### config.mk
export PLATFORM = sky130hd
export DESIGN_NAME = pm_evt_block
export DESIGN_NICKNAME = d
export VERILOG_FILES = /design/src/rtl/pm_evt_pkg.sv /design/src/rtl/pm_timer.sv /design/src/rtl/pm_sleep_fsm.sv /design/src/rtl/pm_apm_port.sv /design/src/rtl/pm_evt_block.sv
export SDC_FILE = /design/constraint.sdc
export NUM_CORES = 1
export LEC_CHECK = 0
export BUFFER_PORTS_ARGS = -buffer_cell sky130_fd_sc_hd__buf_2
export CORE_UTILIZATION = 45
export CTS_CLUSTER_SIZE = 25
export DETAILED_ROUTE_END_ITERATION = 8
export GPL_TIMING_DRIVEN = 0
export PLACE_DENSITY = 0.71
export SETUP_SLACK_MARGIN = 0.4
export SYNTH_ARGS = -nofsm -noshare
export SYNTH_HDL_FRONTEND = slang
export SYNTH_SLANG_ARGS = --single-unit
### constraint.sdc
create_clock -name clk -period 2.52 [get_ports clk]
set_input_delay 0 -clock clk [delete_from_list [all_inputs] [get_ports clk]]
set_output_delay 0 -clock clk [all_outputs]
set_load 0.01 [all_outputs]
### src/rtl/pm_evt_pkg.sv
package pm_evt_pkg;

    typedef enum logic [1:0] {
        SLP_IDLE = 2'd0,
        SLP_OFF  = 2'd1,
        SLP_WAKE = 2'd2
    } slp_state_t;

    localparam int WIN_AW = 6;

    localparam logic [WIN_AW-1:0] OFS_STS = 6'h00;
    localparam logic [WIN_AW-1:0] OFS_EN  = 6'h02;
    localparam logic [WIN_AW-1:0] OFS_CTL = 6'h04;
    localparam logic [WIN_AW-1:0] OFS_TMR = 6'h08;

    localparam logic [1:0] SZ_BYTE = 2'd0;
    localparam logic [1:0] SZ_HALF = 2'd1;
    localparam logic [1:0] SZ_WORD = 2'd2;

    localparam int BIT_TMR  = 0;
    localparam int BIT_PWR  = 8;
    localparam int BIT_SUSP = 13;
    localparam int BIT_WAKE = 15;

    localparam logic [15:0] SCI_SRC_MASK = 16'h0521;

    localparam logic [2:0] SLP_TYPE_OFF  = 3'd0;
    localparam logic [2:0] SLP_TYPE_WAKE = 3'd1;

    localparam logic [7:0] APM_SCI_ON  = 8'hF1;
    localparam logic [7:0] APM_SCI_OFF = 8'hF0;

endpackage

### src/rtl/pm_timer.sv
module pm_timer #(
    parameter int TMR_W = 24
) (
    input  logic             clk,
    input  logic             rst_n,
    input  logic             tick,
    output logic [TMR_W-1:0] count,
    output logic             roll
);
    localparam int LOW_W = TMR_W - 1;

    // Boundary crossing: low bits all ones on an advancing tick.
    assign roll = tick && (&count[LOW_W-1:0]);

    always_ff @(posedge clk) begin
        if (!rst_n) begin
            count <= '0;
        end else if (tick) begin
            count <= count + 1'b1;
        end
    end
endmodule

### src/rtl/pm_sleep_fsm.sv
module pm_sleep_fsm
    import pm_evt_pkg::*;
(
    input  logic       clk,
    input  logic       rst_n,
    input  logic       go,
    input  logic [2:0] slp_type,
    output logic       shutdown_req,
    output logic       reset_req,
    output logic       resume_mark
);
    slp_state_t state_q, state_d;

    always_comb begin
        state_d = SLP_IDLE;
        unique case (state_q)
            SLP_IDLE, SLP_OFF, SLP_WAKE: begin
                if (go && slp_type == SLP_TYPE_OFF) begin
                    state_d = SLP_OFF;
                end else if (go && slp_type == SLP_TYPE_WAKE) begin
                    state_d = SLP_WAKE;
                end else begin
                    state_d = SLP_IDLE;
                end
            end
            default: state_d = SLP_IDLE;
        endcase
    end

    always_ff @(posedge clk) begin
        if (!rst_n) begin
            state_q <= SLP_IDLE;
        end else begin
            state_q <= state_d;
        end
    end

    always_comb begin
        shutdown_req = 1'b0;
        reset_req    = 1'b0;
        resume_mark  = 1'b0;
        unique case (state_q)
            SLP_IDLE: ;
            SLP_OFF:  shutdown_req = 1'b1;
            SLP_WAKE: begin
                reset_req   = 1'b1;
                resume_mark = 1'b1;
            end
            default: ;
        endcase
    end
endmodule

### src/rtl/pm_apm_port.sv
module pm_apm_port
    import pm_evt_pkg::*;
(
    input  logic       clk,
    input  logic       rst_n,
    input  logic       sel,
    input  logic       wr,
    input  logic       addr,
    input  logic [7:0] wdata,
    input  logic       smi_en,
    output logic [7:0] rdata,
    output logic       smi_pulse,
    output logic       sci_on,
    output logic       sci_off
);
    logic [7:0] cmd_q;
    logic [7:0] scratch_q;
    logic       cmd_hit;

    assign cmd_hit = sel && wr && !addr;
    assign sci_on  = cmd_hit && (wdata == APM_SCI_ON);
    assign sci_off = cmd_hit && (wdata == APM_SCI_OFF);
    assign rdata   = addr ? scratch_q : cmd_q;

    always_ff @(posedge clk) begin
        if (!rst_n) begin
            cmd_q     <= '0;
            scratch_q <= '0;
            smi_pulse <= 1'b0;
        end else begin
            smi_pulse <= cmd_hit && smi_en;
            if (sel && wr) begin
                if (addr) begin
                    scratch_q <= wdata;
                end else begin
                    cmd_q <= wdata;
                end
            end
        end
    end
endmodule

### src/rtl/pm_evt_block.sv
module pm_evt_block
    import pm_evt_pkg::*;
#(
    parameter int TMR_W = 24
) (
    input  logic        clk,
    input  logic        rst_n,
    input  logic        tick,
    input  logic        pwr_btn,
    input  logic        smi_en,
    input  logic        bus_sel,
    input  logic        bus_wr,
    input  logic [5:0]  bus_addr,
    input  logic [1:0]  bus_size,
    input  logic [15:0] bus_wdata,
    output logic [31:0] bus_rdata,
    input  logic        apm_sel,
    input  logic        apm_wr,
    input  logic        apm_addr,
    input  logic [7:0]  apm_wdata,
    output logic [7:0]  apm_rdata,
    output logic        sci,
    output logic        smi_pulse,
    output logic        shutdown_req,
    output logic        reset_req,
    output logic        resume_mark
);
    localparam logic [15:0] SUSP_MASK = 16'(1) << BIT_SUSP;

    logic [TMR_W-1:0] count;
    logic             roll;
    logic [15:0]      sts_q, en_q, ctl_q;
    logic [15:0]      sts_set, sts_clr;
    logic             wr_half, sts_wr, en_wr, ctl_wr;
    logic             sleep_go, wake_evt;
    logic             apm_on, apm_off;

    pm_timer #(.TMR_W(TMR_W)) u_timer (
        .clk   (clk),
        .rst_n (rst_n),
        .tick  (tick),
        .count (count),
        .roll  (roll)
    );

    assign wr_half  = bus_sel && bus_wr && (bus_size == SZ_HALF);
    assign sts_wr   = wr_half && (bus_addr == OFS_STS);
    assign en_wr    = wr_half && (bus_addr == OFS_EN);
    assign ctl_wr   = wr_half && (bus_addr == OFS_CTL);
    assign sleep_go = ctl_wr && bus_wdata[BIT_SUSP];
    assign wake_evt = sleep_go && (bus_wdata[12:10] == SLP_TYPE_WAKE);

    pm_sleep_fsm u_sleep (
        .clk          (clk),
        .rst_n        (rst_n),
        .go           (sleep_go),
        .slp_type     (bus_wdata[12:10]),
        .shutdown_req (shutdown_req),
        .reset_req    (reset_req),
        .resume_mark  (resume_mark)
    );

    pm_apm_port u_apm (
        .clk       (clk),
        .rst_n     (rst_n),
        .sel       (apm_sel),
        .wr        (apm_wr),
        .addr      (apm_addr),
        .wdata     (apm_wdata),
        .smi_en    (smi_en),
        .rdata     (apm_rdata),
        .smi_pulse (smi_pulse),
        .sci_on    (apm_on),
        .sci_off   (apm_off)
    );

    // Event sources; set takes precedence over a same-cycle clear.
    always_comb begin
        sts_set           = '0;
        sts_set[BIT_TMR]  = roll;
        sts_set[BIT_PWR]  = (pwr_btn && en_q[BIT_PWR]) || wake_evt;
        sts_set[BIT_WAKE] = wake_evt;
        sts_clr           = sts_wr ? bus_wdata : '0;
    end

    always_ff @(posedge clk) begin
        if (!rst_n) begin
            sts_q <= '0;
            en_q  <= '0;
            ctl_q <= '0;
        end else begin
            sts_q <= (sts_q & ~sts_clr) | sts_set;
            if (en_wr) begin
                en_q <= bus_wdata;
            end
            if (ctl_wr) begin
                ctl_q <= bus_wdata & ~SUSP_MASK;
            end
            if (apm_on) begin
                ctl_q[0] <= 1'b1;
            end else if (apm_off) begin
                ctl_q[0] <= 1'b0;
            end
        end
    end

    assign sci = |(sts_q & en_q & SCI_SRC_MASK);

    always_comb begin
        bus_rdata = '0;
        if (bus_size == SZ_HALF) begin
            case (bus_addr)
                OFS_STS: bus_rdata[15:0] = sts_q;
                OFS_EN:  bus_rdata[15:0] = en_q;
                OFS_CTL: bus_rdata[15:0] = ctl_q;
                default: bus_rdata = '0;
            endcase
        end else if (bus_size == SZ_WORD && bus_addr == OFS_TMR) begin
            bus_rdata[TMR_W-1:0] = count;
        end
    end
endmodule

[Word level (Yosys, flattened, before mapping)]
Index checks and enable logic that the tools add are counted.
Cells by class
  reduce and logical (&&, ||, !) cells: 29
  add/sub/neg operators: 1
  equality and inequality tests: 10
  multiplexer cells: 12
  bitwise operators: 7
Operator list (number)
  $mux 24: 2
  $pmux 16 s3: 1
  $add 24x1->24 const B: 1
  $reduce_and 23->1: 1
  $and 16x16->16: 1
  $eq 8x8->1 const B: 2
  $logic_and 1x1->1: 16
  $mux 16: 1
  $not 16->16: 1
  $or 16x16->16: 1
  $and 11x11->11: 1
  $mux 8: 1
  $eq 6x2->1 const B: 1
  $eq 6x3->1 const B: 1
  $eq 6x4->1 const B: 1
  $logic_not 6->1: 1
  $mux 1: 6
  $reduce_and 2->1: 3
  $reduce_or 3->1: 2
  $eq 2x1->1 const B: 2
  $eq 2x2->1 const B: 2
  $reduce_or 4->1: 1
  $eq 3x1->1 const B: 1
  $logic_not 3->1: 1
  other kinds (6): 8
Word-level totals
  output and inout bits: 45
  flip-flop bits (word level): 90
  word-level logic and storage cells: 69

[Depth between registers and ports, before layout]
  depth in word-level cells: 7
  mapped depth: 7

[Cells and area by module]
Synthesis repeated with hierarchy kept, for this count alone.
Unflattened totals
  cells, all modules: 490
  area total of the unflattened synthesis: 4301.6 um2
Modules (own cells, without submodules)
  pm_evt_block: sequential area each 940.9 um2, cells an instance 280, instances 1, area each 2319.7 um2
  pm_timer: sequential area each 480.5 um2, cells an instance 122, instances 1, area each 1083.5 um2
  pm_apm_port: sequential area each 340.3 um2, cells an instance 79, instances 1, area each 804.5 um2
  pm_sleep_fsm: sequential area each 40.0 um2, cells an instance 9, instances 1, area each 93.8 um2

[Worst setup path before layout]
OpenSTA, ideal clock, no wires.
  kind: register to register
  start: register u_timer.count[2]
  end: register u_timer.count[23]
  library setup time: 0.070 ns
  stages on the path, launching flop included: 6
  arrival: 1.771 ns
  path slack: 0.679 ns
  buffers on the path: 1
  data required time: 2.450 ns
  cells stage by stage: dfxtp_1 > nand3_4 > or4_1 > buf_2 > or4_1 > a21oi_1
On the way
  longest elaborated chain between the ends: 1
RTL lines
  from (decl): RTL line pm_timer.sv:7  | output logic [TMR_W-1:0] count,
  from (signal assigned): RTL line pm_timer.sv:19  | count <= count + 1'b1;
  $add 24x1->24: RTL line pm_timer.sv:19
Every way passes these cells.
A chain may end at the register's enable or synchronous reset.

[Worst setup path after layout]
  start: register u_timer.count[0]
  end: register u_timer.count[18]
Same word-level chain as after synthesis.

==> impl_metrics.yaml <==
logic_synthesis:
  ys_seq_elements: 90
  seq_area_frac_synth: 0.432
  synth_area_um2: 4170
  synth_cell_types: 51
  synthesis.instances: 500
  synth_edf_count: 0
  avgSynthCellArea_um2: 8.34
  synth_flop_cell: "dfxtp_1"
  yosys_warnings: 0
  async_flop_share: 0
sta:
  period_share: 0.799
  setup_violations: 0
  rsz0062_at_grt: "no"
  slew_violations: 0
  min_period_ns: 2.01
  finalSetupTns_ns: 0
  worst_pin_slew_ns: 0.719
  slew_headroom: 0.516
  timing.hold.ws_ns: 0.0123
  fin_ws_ns: 0.506
  hold_violations: 0
  finClkSkew_ns: 0.00865
  fmax_mhz: 497
power_and_ir_drop:
  p_per_area_nw_per_um2: 489
  irDropWorstVdd_uv: 330
  p_leak_uw: 0.00209
floorplan:
  rows: 34
  die-height_um: 98.3
  die_area_um2: 9660
  coreArea_um2: 8850
  initial_core_util: 0.471
  dieWidth_um: 98.3
  pin_count: 87
global_route:
  first_global_vias: 3781
  grt_pass1_wl_mm: 18.7
  antenna_found_initial: 0
  track_usage: 0.245
  grt_overflow: 0
  grt_max_degree: 15
setup_path:
  r2r-start: "u_timer.count[0]"
  critical_path.endpoint_type: "flop"
  reg2regPathDepth: 6
  required_ns: 2.81
  crit_fanout: 8
  r2r_end: "u_timer.count[18]"
  cp-start-kind: "flop"
  worst-setup-path-type: "reg2reg"
  crit_arrival_ns: 2.30
  r2r_slack_ns: 0.51
clock_tree:
  numCtsBuffers: 9
  clock-root-buffer: "clkbuf_8"
  cts_htree_levels: 3
  cts_num_sinks: 90
  cts_tree: "yes"
  clk_latency_ns: 0.35
  path_clk_slew_ns: 0.09
  max-clock-path-buffers: 2
  postCtsSetupBuffers: 0
place:
  place_ws_ns: 0.418
  place.gp.congestion: 0.868
  place_area_um2: 4710
  hpwl_mm: 8.17
  port_buffers: 76
finish:
  post-route-util: 0.589
  antenna_cells: 0
  nNetsFinal: 665
  fill_cells: 837
  fin_area_um2: 5210
  areaGrowthSynthToFinish_pct: 24.9
  layout-drive-gt1-share: 0.226
hold_path:
  hold_start: "tick"
  whs_endpoint: "u_timer.count[0]"
  hold_depth: 3
  hold_class: "in2reg"
flow_run:
  drv_cap: 0
outcome:
  status: "completed"
detailed_routing:
  vias_per_cell: 5.57
  firstDrtPassIters: 9
  avgRoutedWirePerCell_um: 15.7
  drcViolationCount: 0
  drtIter0Drc: 231
  antenna_left: 0
  vias: 4097
  routed_wl_mm: 11.5
-- what timing repair did --
action / CTS / global route
hold buffers: 28 / 0
resized for setup: 0 / 19
setup endpoints to repair: 0 / 21
endpoints found under the hold margin: 64 / 0
-- worst max-delay path: stages (launching register included) --
cell and delay (ns):
dfxtp_2 0.41, ha_1 0.21, nand4_1 0.09, or4_1 0.53
clkbuf_1 0.20, or3_1 0.35, a21oi_1 0.15
-- worst max path at each step --
stage	startpoint	to	slack, ns
after floorplan	u_timer.count[2]	u_timer.count[23]	0.68
after global placement	bus_addr[0]	sts_q[11]	0.45
after detailed placement	bus_addr[0]	sts_q[11]	0.42
after CTS	u_timer.count[0]	u_timer.count[18]	0.41
after global routing	bus_addr[0]	bus_rdata[12]	0.38
final	u_timer.count[0]	u_timer.count[18]	0.51
-- cells by family after synthesis --
family | share of synthesized area
mux | 0.0792
simple gates | 0.264
flops | 0.432
fa+ha+maj | 0.00300
buf+inv | 0.0498
compound gates | 0.144
other cells | 0.000899
xor+xnor | 0.0273
-- report_power, final --
group / internal (uW) / switching (uW) / leakage [uW]
clock network: 381 / 508 / 0.0000851
logic: 97.6 / 116 / 0.00127
registers: 1430 / 11.5 / 0.000733
-- cell usage in the layout, fill, tap and decap left out, drive strengths merged, types with 9 or more instances in the layout --
cell and instances:
dlygate4sd3 28, and2 9, dfxtp 90, a21oi 60, nor2 39, a221o 16
mux2i 24, nand2 102, nand4 11, clkbuf 35, buf 93, nand3 12
or3 10
-- through the flow --
| stage | total power [uW] | instances |
|---|---|---|
| after global placement | 1650 | 691 |
| after detailed placement | 1650 | 691 |
| after global routing | 2630 | 735 |
| after CTS | 2560 | 735 |
| after floorplan | 1570 | 507 |
| final | 2550 | 735 |
-- synthesized netlist by cell type (2+ instances only) --
cell type / number / area [um^2]
xor2_1: 7 / 61.3
nor3_1: 4 / 20.0
a22oi_1: 2 / 15.0
o31ai_1: 2 / 15.0
mux2i_1: 24 / 240
and3_1: 4 / 25.0
nand2b_1: 3 / 18.8
nand2_1: 102 / 383
dfxtp_1: 90 / 1800
nor4_2: 3 / 37.5
and3b_1: 2 / 17.5
and2_1: 9 / 56.3
o21ai_0: 8 / 40.0
nand3_1: 11 / 55.1
buf_4: 9 / 67.6
clkbuf_1: 24 / 90.1
xnor2_1: 6 / 52.6
a221o_1: 15 / 150
o21a_1: 2 / 15.0
nand4_1: 10 / 62.6
nor2b_1: 2 / 12.5
a21oi_1: 60 / 300
a21boi_0: 3 / 22.5
or3_1: 5 / 31.3
nor4_1: 5 / 31.3
and4_1: 3 / 26.3
mux2_2: 8 / 90.1
or3_2: 5 / 37.5
or4_1: 5 / 37.5
inv_1: 2 / 7.51
buf_2: 7 / 35.0
nor2_1: 39 / 146
-- metal layers --
layer / GRT usage / vias to the layer above / share of wire
met1: 0.319 / 1935 / 0.44
met4: 0.0987 / 0 / 0.020
met5: 0 / - / 0
met3: 0.0344 / 18 / 0.058
li1: - / 1986 / -
met2: 0.411 / 158 / 0.48
-- sequential cells by signal (all words and copies together) (netlist names) --
signal,flops
u_timer.count,24
en_q,16
sts_q,16
ctl_q,15
u_apm.cmd_q,8
u_apm.scratch_q,8
u_sleep.state_q,2
u_apm.smi_pulse,1
-- area by class of cell --
type                    count  area [um^2]  area share
repair buffers            104          661       0.127
plain buffers              41          198      0.0380
well taps                 108          135      0.0259
clock buffers              11          141      0.0271
inverters                   3         11.3     0.00216
flip-flops and latches     90         1820       0.350
clock inverters             5         30.0     0.00577
multi-input cells         373         2210       0.424
Note: power is estimated with default switching activity, not from simulation.
